<file path="config.mk">
export PLATFORM = sky130hd
export DESIGN_NAME = sink_offer_select
export DESIGN_NICKNAME = d
export VERILOG_FILES = /design/src/rtl/sps_pkg.sv /design/src/rtl/sps_pin_decode.sv /design/src/rtl/sps_offer_pick.sv /design/src/rtl/sink_offer_select.sv
export SDC_FILE = /design/constraint.sdc
export NUM_CORES = 1
export LEC_CHECK = 0
export ABC_AREA = 1
export CORE_MARGIN = 2
export CORE_UTILIZATION = 50
export DETAILED_ROUTE_END_ITERATION = 8
export PLACE_DENSITY = 0.83
export SYNTH_ARGS = -nofsm -noshare
export SYNTH_HDL_FRONTEND = slang
export SYNTH_SLANG_ARGS = --single-unit
</file>
<file path="constraint.sdc">
create_clock -name clk -period 12.5 [get_ports clk]
set_clock_uncertainty 0.2 [all_clocks]
set_input_delay 2.5 -clock clk [delete_from_list [all_inputs] [get_ports clk]]
set_output_delay 2.5 -clock clk [all_outputs]
set_load 0.02 [all_outputs]
</file>
<file path="src/rtl/sps_pkg.sv">
package sps_pkg;

    localparam int MV_W   = 12;
    localparam int VOLT_W = 10;
    localparam int CUR_W  = 10;

    typedef logic [MV_W-1:0]   mv_t;
    typedef logic [VOLT_W-1:0] volt_t;
    typedef logic [CUR_W-1:0]  cur_t;

    // divider band edges (lower bound of each band, mV)
    localparam mv_t EDGE_1 = mv_t'(249);
    localparam mv_t EDGE_2 = mv_t'(787);
    localparam mv_t EDGE_3 = mv_t'(1348);
    localparam mv_t EDGE_4 = mv_t'(1921);
    localparam mv_t EDGE_5 = mv_t'(2779);

    localparam cur_t SAFE_CUR  = cur_t'(90);
    localparam cur_t FINE_CAP  = cur_t'(90);
    localparam cur_t CRS_CAP   = cur_t'(500);

    typedef struct packed {
        volt_t vmin;
        volt_t vmax;
        cur_t  isnk;
    } limits_t;

    typedef struct packed {
        logic  valid;
        volt_t volt;
        cur_t  imax;
    } offer_t;

    function automatic cur_t coarse_step(input mv_t mv);
        if (mv >= EDGE_5)      return cur_t'(500);
        else if (mv >= EDGE_4) return cur_t'(400);
        else if (mv >= EDGE_3) return cur_t'(300);
        else if (mv >= EDGE_2) return cur_t'(200);
        else if (mv >= EDGE_1) return cur_t'(100);
        else                   return cur_t'(0);
    endfunction

    function automatic cur_t fine_step(input mv_t mv);
        if (mv >= EDGE_4)      return cur_t'(90);
        else if (mv >= EDGE_3) return cur_t'(75);
        else if (mv >= EDGE_2) return cur_t'(50);
        else if (mv >= EDGE_1) return cur_t'(25);
        else                   return cur_t'(0);
    endfunction

    function automatic volt_t volt_level(input mv_t mv);
        if (mv >= EDGE_4)      return volt_t'(400);
        else if (mv >= EDGE_3) return volt_t'(300);
        else if (mv >= EDGE_2) return volt_t'(180);
        else                   return volt_t'(100);
    endfunction

endpackage

</file>
<file path="src/rtl/sps_pin_decode.sv">
module sps_pin_decode
    import sps_pkg::*;
(
    input  mv_t     vmin_mv,
    input  mv_t     vmax_mv,
    input  mv_t     crs_mv,
    input  mv_t     fin_mv,
    output limits_t lim
);

    cur_t crs_i;
    cur_t fin_i;

    always_comb begin
        crs_i    = coarse_step(crs_mv);
        fin_i    = fine_step(fin_mv);
        lim.vmin = volt_level(vmin_mv);
        lim.vmax = volt_level(vmax_mv);
        lim.isnk = crs_i + fin_i;
        assert_coarse_cap_R3: assert (crs_i <= CRS_CAP);
        assert_fine_cap_R4:   assert (fin_i <= FINE_CAP);
    end

endmodule

</file>
<file path="src/rtl/sps_offer_pick.sv">
module sps_offer_pick
    import sps_pkg::*;
#(
    parameter int N_OFFERS = 7,
    parameter int IDX_W    = 3
) (
    input  logic             clk,
    input  logic             rst,
    input  offer_t           offers [N_OFFERS],
    input  limits_t          lim,
    output logic             found,
    output logic [IDX_W-1:0] idx
);

    logic [N_OFFERS-1:0] qual;
    volt_t               best_v;

    for (genvar g = 0; g < N_OFFERS; g++) begin : g_qual
        assign qual[g] = offers[g].valid
                       && (offers[g].volt >= lim.vmin)
                       && (offers[g].volt <= lim.vmax)
                       && (offers[g].imax >= lim.isnk);
    end

    // strict compare keeps the earliest entry on equal voltage
    always_comb begin
        found  = 1'b0;
        idx    = '0;
        best_v = '0;
        for (int i = 0; i < N_OFFERS; i++) begin
            if (qual[i] && (!found || offers[i].volt > best_v)) begin
                found  = 1'b1;
                idx    = IDX_W'(i);
                best_v = offers[i].volt;
            end
        end
    end

    always @(posedge clk) begin
        if (!rst && found) begin
            assert_pick_window_R2: assert (offers[idx].valid
                && offers[idx].volt >= lim.vmin && offers[idx].volt <= lim.vmax);
            assert_pick_current_R5: assert (offers[idx].imax >= lim.isnk);
            for (int j = 0; j < N_OFFERS; j++) begin
                if (qual[j]) begin
                    assert_pick_best_R1: assert (offers[j].volt < offers[idx].volt
                        || (offers[j].volt == offers[idx].volt && j >= int'(idx)));
                end
            end
        end
        if (!rst && !found) begin
            assert_pick_none_R9: assert (qual == '0);
        end
    end

endmodule

</file>
<file path="src/rtl/sink_offer_select.sv">
module sink_offer_select
    import sps_pkg::*;
#(
    parameter int N_OFFERS = 7,
    localparam int IDX_W   = (N_OFFERS > 1) ? $clog2(N_OFFERS) : 1
) (
    input  logic                       clk,
    input  logic                       rst,
    input  logic [MV_W-1:0]            pin_vmin_mv,
    input  logic [MV_W-1:0]            pin_vmax_mv,
    input  logic [MV_W-1:0]            pin_crs_mv,
    input  logic [MV_W-1:0]            pin_fin_mv,
    input  logic                       list_stb,
    input  logic [N_OFFERS-1:0]        list_valid,
    input  logic [N_OFFERS*VOLT_W-1:0] list_volt,
    input  logic [N_OFFERS*CUR_W-1:0]  list_imax,
    input  logic                       host_wr,
    input  logic [VOLT_W-1:0]          host_vmin,
    input  logic [VOLT_W-1:0]          host_vmax,
    input  logic [CUR_W-1:0]           host_isnk,
    output logic [IDX_W-1:0]           pick_idx,
    output logic [CUR_W-1:0]           op_cur,
    output logic                       safe_pwr
);

    offer_t           tbl [N_OFFERS];
    limits_t          pin_lim;
    limits_t          host_lim;
    limits_t          act_lim;
    logic             host_act;
    logic             pend;
    logic             found;
    logic [IDX_W-1:0] idx;

    sps_pin_decode u_dec (
        .vmin_mv (pin_vmin_mv),
        .vmax_mv (pin_vmax_mv),
        .crs_mv  (pin_crs_mv),
        .fin_mv  (pin_fin_mv),
        .lim     (pin_lim)
    );

    assign act_lim = host_act ? host_lim : pin_lim;

    sps_offer_pick #(.N_OFFERS(N_OFFERS), .IDX_W(IDX_W)) u_pick (
        .clk    (clk),
        .rst    (rst),
        .offers (tbl),
        .lim    (act_lim),
        .found  (found),
        .idx    (idx)
    );

    always_ff @(posedge clk) begin
        if (rst) begin
            for (int i = 0; i < N_OFFERS; i++) tbl[i] <= '0;
            host_lim <= '0;
            host_act <= 1'b0;
            pend     <= 1'b0;
            pick_idx <= '0;
            op_cur   <= SAFE_CUR;
            safe_pwr <= 1'b1;
        end else begin
            pend <= list_stb | host_wr;
            if (list_stb) begin
                for (int i = 0; i < N_OFFERS; i++) begin
                    tbl[i].valid <= list_valid[i];
                    tbl[i].volt  <= list_volt[i*VOLT_W +: VOLT_W];
                    tbl[i].imax  <= list_imax[i*CUR_W +: CUR_W];
                end
            end
            if (host_wr) begin
                host_act      <= 1'b1;
                host_lim.vmin <= host_vmin;
                host_lim.vmax <= host_vmax;
                host_lim.isnk <= host_isnk;
            end
            if (pend) begin
                safe_pwr <= !found;
                pick_idx <= found ? idx : '0;
                op_cur   <= found ? act_lim.isnk : SAFE_CUR;
            end
        end
    end

    assert_hold_R10: assert property (@(posedge clk) disable iff (rst)
        !pend |=> $stable({pick_idx, op_cur, safe_pwr}));

    assert_reset_safe_R10: assert property (@(posedge clk) disable iff (rst)
        $fell(rst) |-> (safe_pwr && op_cur == SAFE_CUR && pick_idx == '0));

    assert_host_sticky_R8: assert property (@(posedge clk) disable iff (rst)
        host_act |=> host_act);

    assert_host_origin_R8: assert property (@(posedge clk) disable iff (rst)
        $rose(host_act) |-> $past(host_wr));

endmodule

</file>
==> results.md <==
* CTS sink count at 193
* Placeable Area at about 29000 um2
* # fillers at ~2.2k
* Clk root buf: clkbuf_16
* Drt wl/cell at around 18 um
* Min Clock Period, post-route at between 10 and 15 ns
* Tcrit/Tclk final at 112%
* CTS tree: done
* DRC Markers at 0
* Setup violators final at 3
* PwrDens at 96.1 nW/um2
* Leak at slightly below 10 nW
* Register area share after synthesis at about a quarter
* Final hold viol count at 0
* Synth Net Count at around 2.6k
* Complex-gate fraction of the synthesized area at between 10% and 20%
* Vias in the first global route at ~16k
* CP Max Fanout at 8
* Total wire length at 52600 um
* Crit path DAT at 14.14 ns
* Asr flop ratio synth at 0%
* Distinct cells, synth at 57
* Reg2Reg Launch Point: host_act$_SDFFE_PP0P_
* Post-synthesis mux area share at less than 1%
* CP Capture Type: flop
* Vertical die dimension at around 180 um
* Die area at slightly above 30000 um2
* Drt first pass iters at 5
* GR Util All Layers at 32.1%
* Hold Path Stages at 2
* Pins Over Slew Limit at 0
* Die W at around 180 um
* Mean Syn Cell Area at 7.11 um2
* Reg2Reg Setup Slack at around 0.11 ns
* Slew headroom at 29.1%
* Fmax at a little over 70 MHz
* Synth Area in Adders at between 20% and 30%
* Nets at between 2k and 3k
* Synth cell count leaders: nor2_1 (381), nand2_1 (307), ha_1 (267)
* CP Launch Point: pin_fin_mv[3]
* Critical Path Max Stage Delay at roughly 0.34 ns
* First-pass GRT wire length at slightly below 80000 um
* DRT antenna net count at 0
* Total CTS buffers at 17
* Placed insts at ~2.8k
* Routed via count at roughly 16k
* Failing checks: setup timing
* Worst Slack Setup Final at -1.52 ns
* Max Cap Viol at 0
* Largest net degree at the start of global routing at roughly 120
* Dominant cell type by area after synthesis: dfxtp_1
* Row cnt at 62
* Io pins at 243
* Synth area leaders: dfxtp_1 (26%), ha_1 (23%), nor2_1 (9.8%)
* Area growth, synth to finish at 41.0%
* Post-Layout Cell Count at 2871
* Initial DRC Count at between 1k and 1.5k
* Min-delay src: host_lim[2]$_SDFFE_PP0P_
* Share of layout cells above drive strength 1 at between 10% and 20%
* Status: finished with violations
* Dpl hpwl at 38100 um
* XOR/XNOR Fraction of Synth Area at 0%
* CP dominant cell by count: nand2_2
* Slew of the pin with the lowest slew margin at approximately 1.1 ns
* Kind of critical path: in -> reg
* Hold WS at roughly 0.27 ns
* Type of origin of the critical path: input pin
* Top_reg_cell synth: dfxtp_1
* Unrepaired setup endpoints after global routing: yes
* Clock Path Buffers at 2
* Syn Std Cell Area at around 15000 um2
* Worst skew pair latency at 0.46 ns
* Synthesized instance count at around 2.1k
* Min-Delay Path Class: reg -> reg
* H-tree depth at 4
* Synth warnings at 0
* Largest family of logic cells by synthesized area: simple AND/OR/NAND/NOR gates
* Final core utilization at between 70 and 80%
* Post-Synth Simple-Gate Area at 26.5%
* Worst reg2reg path depth at 85
* Most frequent cell after synthesis: nor2_1
* CP required at roughly 13 ns
* Number of synthesized flops with an enable pin at 0
* Vias per cell at around 5.7
* Initial antenna violation count at 2
* I/O Buffers at around 240
* Post-synth top area share at roughly a quarter
* Initial Util at between 50% and 60%
* GP Congestion at just over 0.9
* Gr ovfl total at 0
* CTS Hold Buffers Added at 0
* Crit path max-delay cell type: fa_2
* Max VDD drop at approximately 0.0001 V
* #FFs+latches synth at between 150 and 200
* Clk slew on worst S/H paths at approximately 0.08 ns
==> what timing repair did <==
item,in CTS,in global routing
pin swaps,34,74
endpoints found under the hold margin,0,0
setup endpoints to repair,3,3
gates resized for setup,38,199
buffers inserted,19,21
cloned,5,3
==> power by group <==
part           internal, W  total (W)  switching, W
registers         0.000657   0.000709     0.0000519
clock network     0.000299   0.000598      0.000299
logic             0.000308   0.000680      0.000372
total              0.00126    0.00199      0.000723
==> sequential cells by signal, indices dropped and copies added, names as in the netlist <==
register,count
op_cur,10
safe_pwr,1
pend,1
host_lim,30
tbl,147
pick_idx,3
host_act,1
==> layout by cell type, fill, tap and decap left out, types with 29 or more instances in the layout <==
master             n
nor2_1           365
nand2_1          269
ha_1             238
clkdlybuf4s50_1  217
o21ai_0          215
buf_4            203
dfxtp_1          193
inv_1            143
a21oi_1          136
nand3_1           54
nand2_2           50
nand4_1           29
==> per-stage QoR <==
stage | TNS (ns) | instance area [um2] | power (W) | setup WS (ns)
finish | -4.54 | 20700 | 0.00199 | -1.52
global route | -7.21 | 20700 | 0.00209 | -2.41
CTS | -3.69 | 19700 | 0.00193 | -1.26
detailed placement | -6.50 | 18700 | 0.00132 | -2.19
global placement | -5.20 | 18700 | 0.00130 | -1.76
floorplan | -1.61 | 14800 | 0.00106 | -0.558
==> path summary, 6_finish.rpt <==
kind                                            endpoint
worst max register to register  pick_idx[0]$_SDFFE_PP0P_
worst min register to register  host_lim[2]$_SDFFE_PP0P_
worst max-delay path            pick_idx[0]$_SDFFE_PP0P_
worst min-delay path            host_lim[2]$_SDFFE_PP0P_
==> worst max-delay path, delay by kind of cell <==
family / cells / cell delay [ns]
AO/OA/AOI/OAI: 20 / 2.24
adder cells (fa/ha/maj): 9 / 2.24
AND/OR/NAND/NOR: 51 / 5.28
buffers and inverters: 16 / 1.82
==> cell type report <==
cell class	count	area, um2	share of cell area [%]
inverters	169	646	3.12
well taps	384	480	2.32
diodes	2	5.00	0.0242
flip-flops and latches	193	3860	18.7
repair buffers	455	4130	20.0
clock inverters	14	210	1.02
multi-input cells	1634	10900	52.7
repair inverters	2	15.0	0.0726
clock buffers	18	439	2.12
==> routing by layer <==
| metal | up-vias | global-route usage, % | share of wire, % |
|---|---|---|---|
| met3 | 230 | 5.35 | 7.2 |
| met4 | 0 | 18.1 | 6.5 |
| met1 | 7534 | 37.5 | 39 |
| met5 | - | 0 | 0 |
| met2 | 704 | 55.7 | 48 |
| li1 | 7857 | - | - |
==> kinds of logic after synthesis <==
| kind of cell | Yosys count |
|---|---|
| AO/OA/AOI/OAI | 467 |
| buffers and inverters | 242 |
| adder cells (fa/ha/maj) | 268 |
| flip-flops | 193 |
| AND/OR/NAND/NOR | 892 |
| multiplexers | 1 |
Note: power is estimated with default switching activity, not from simulation.
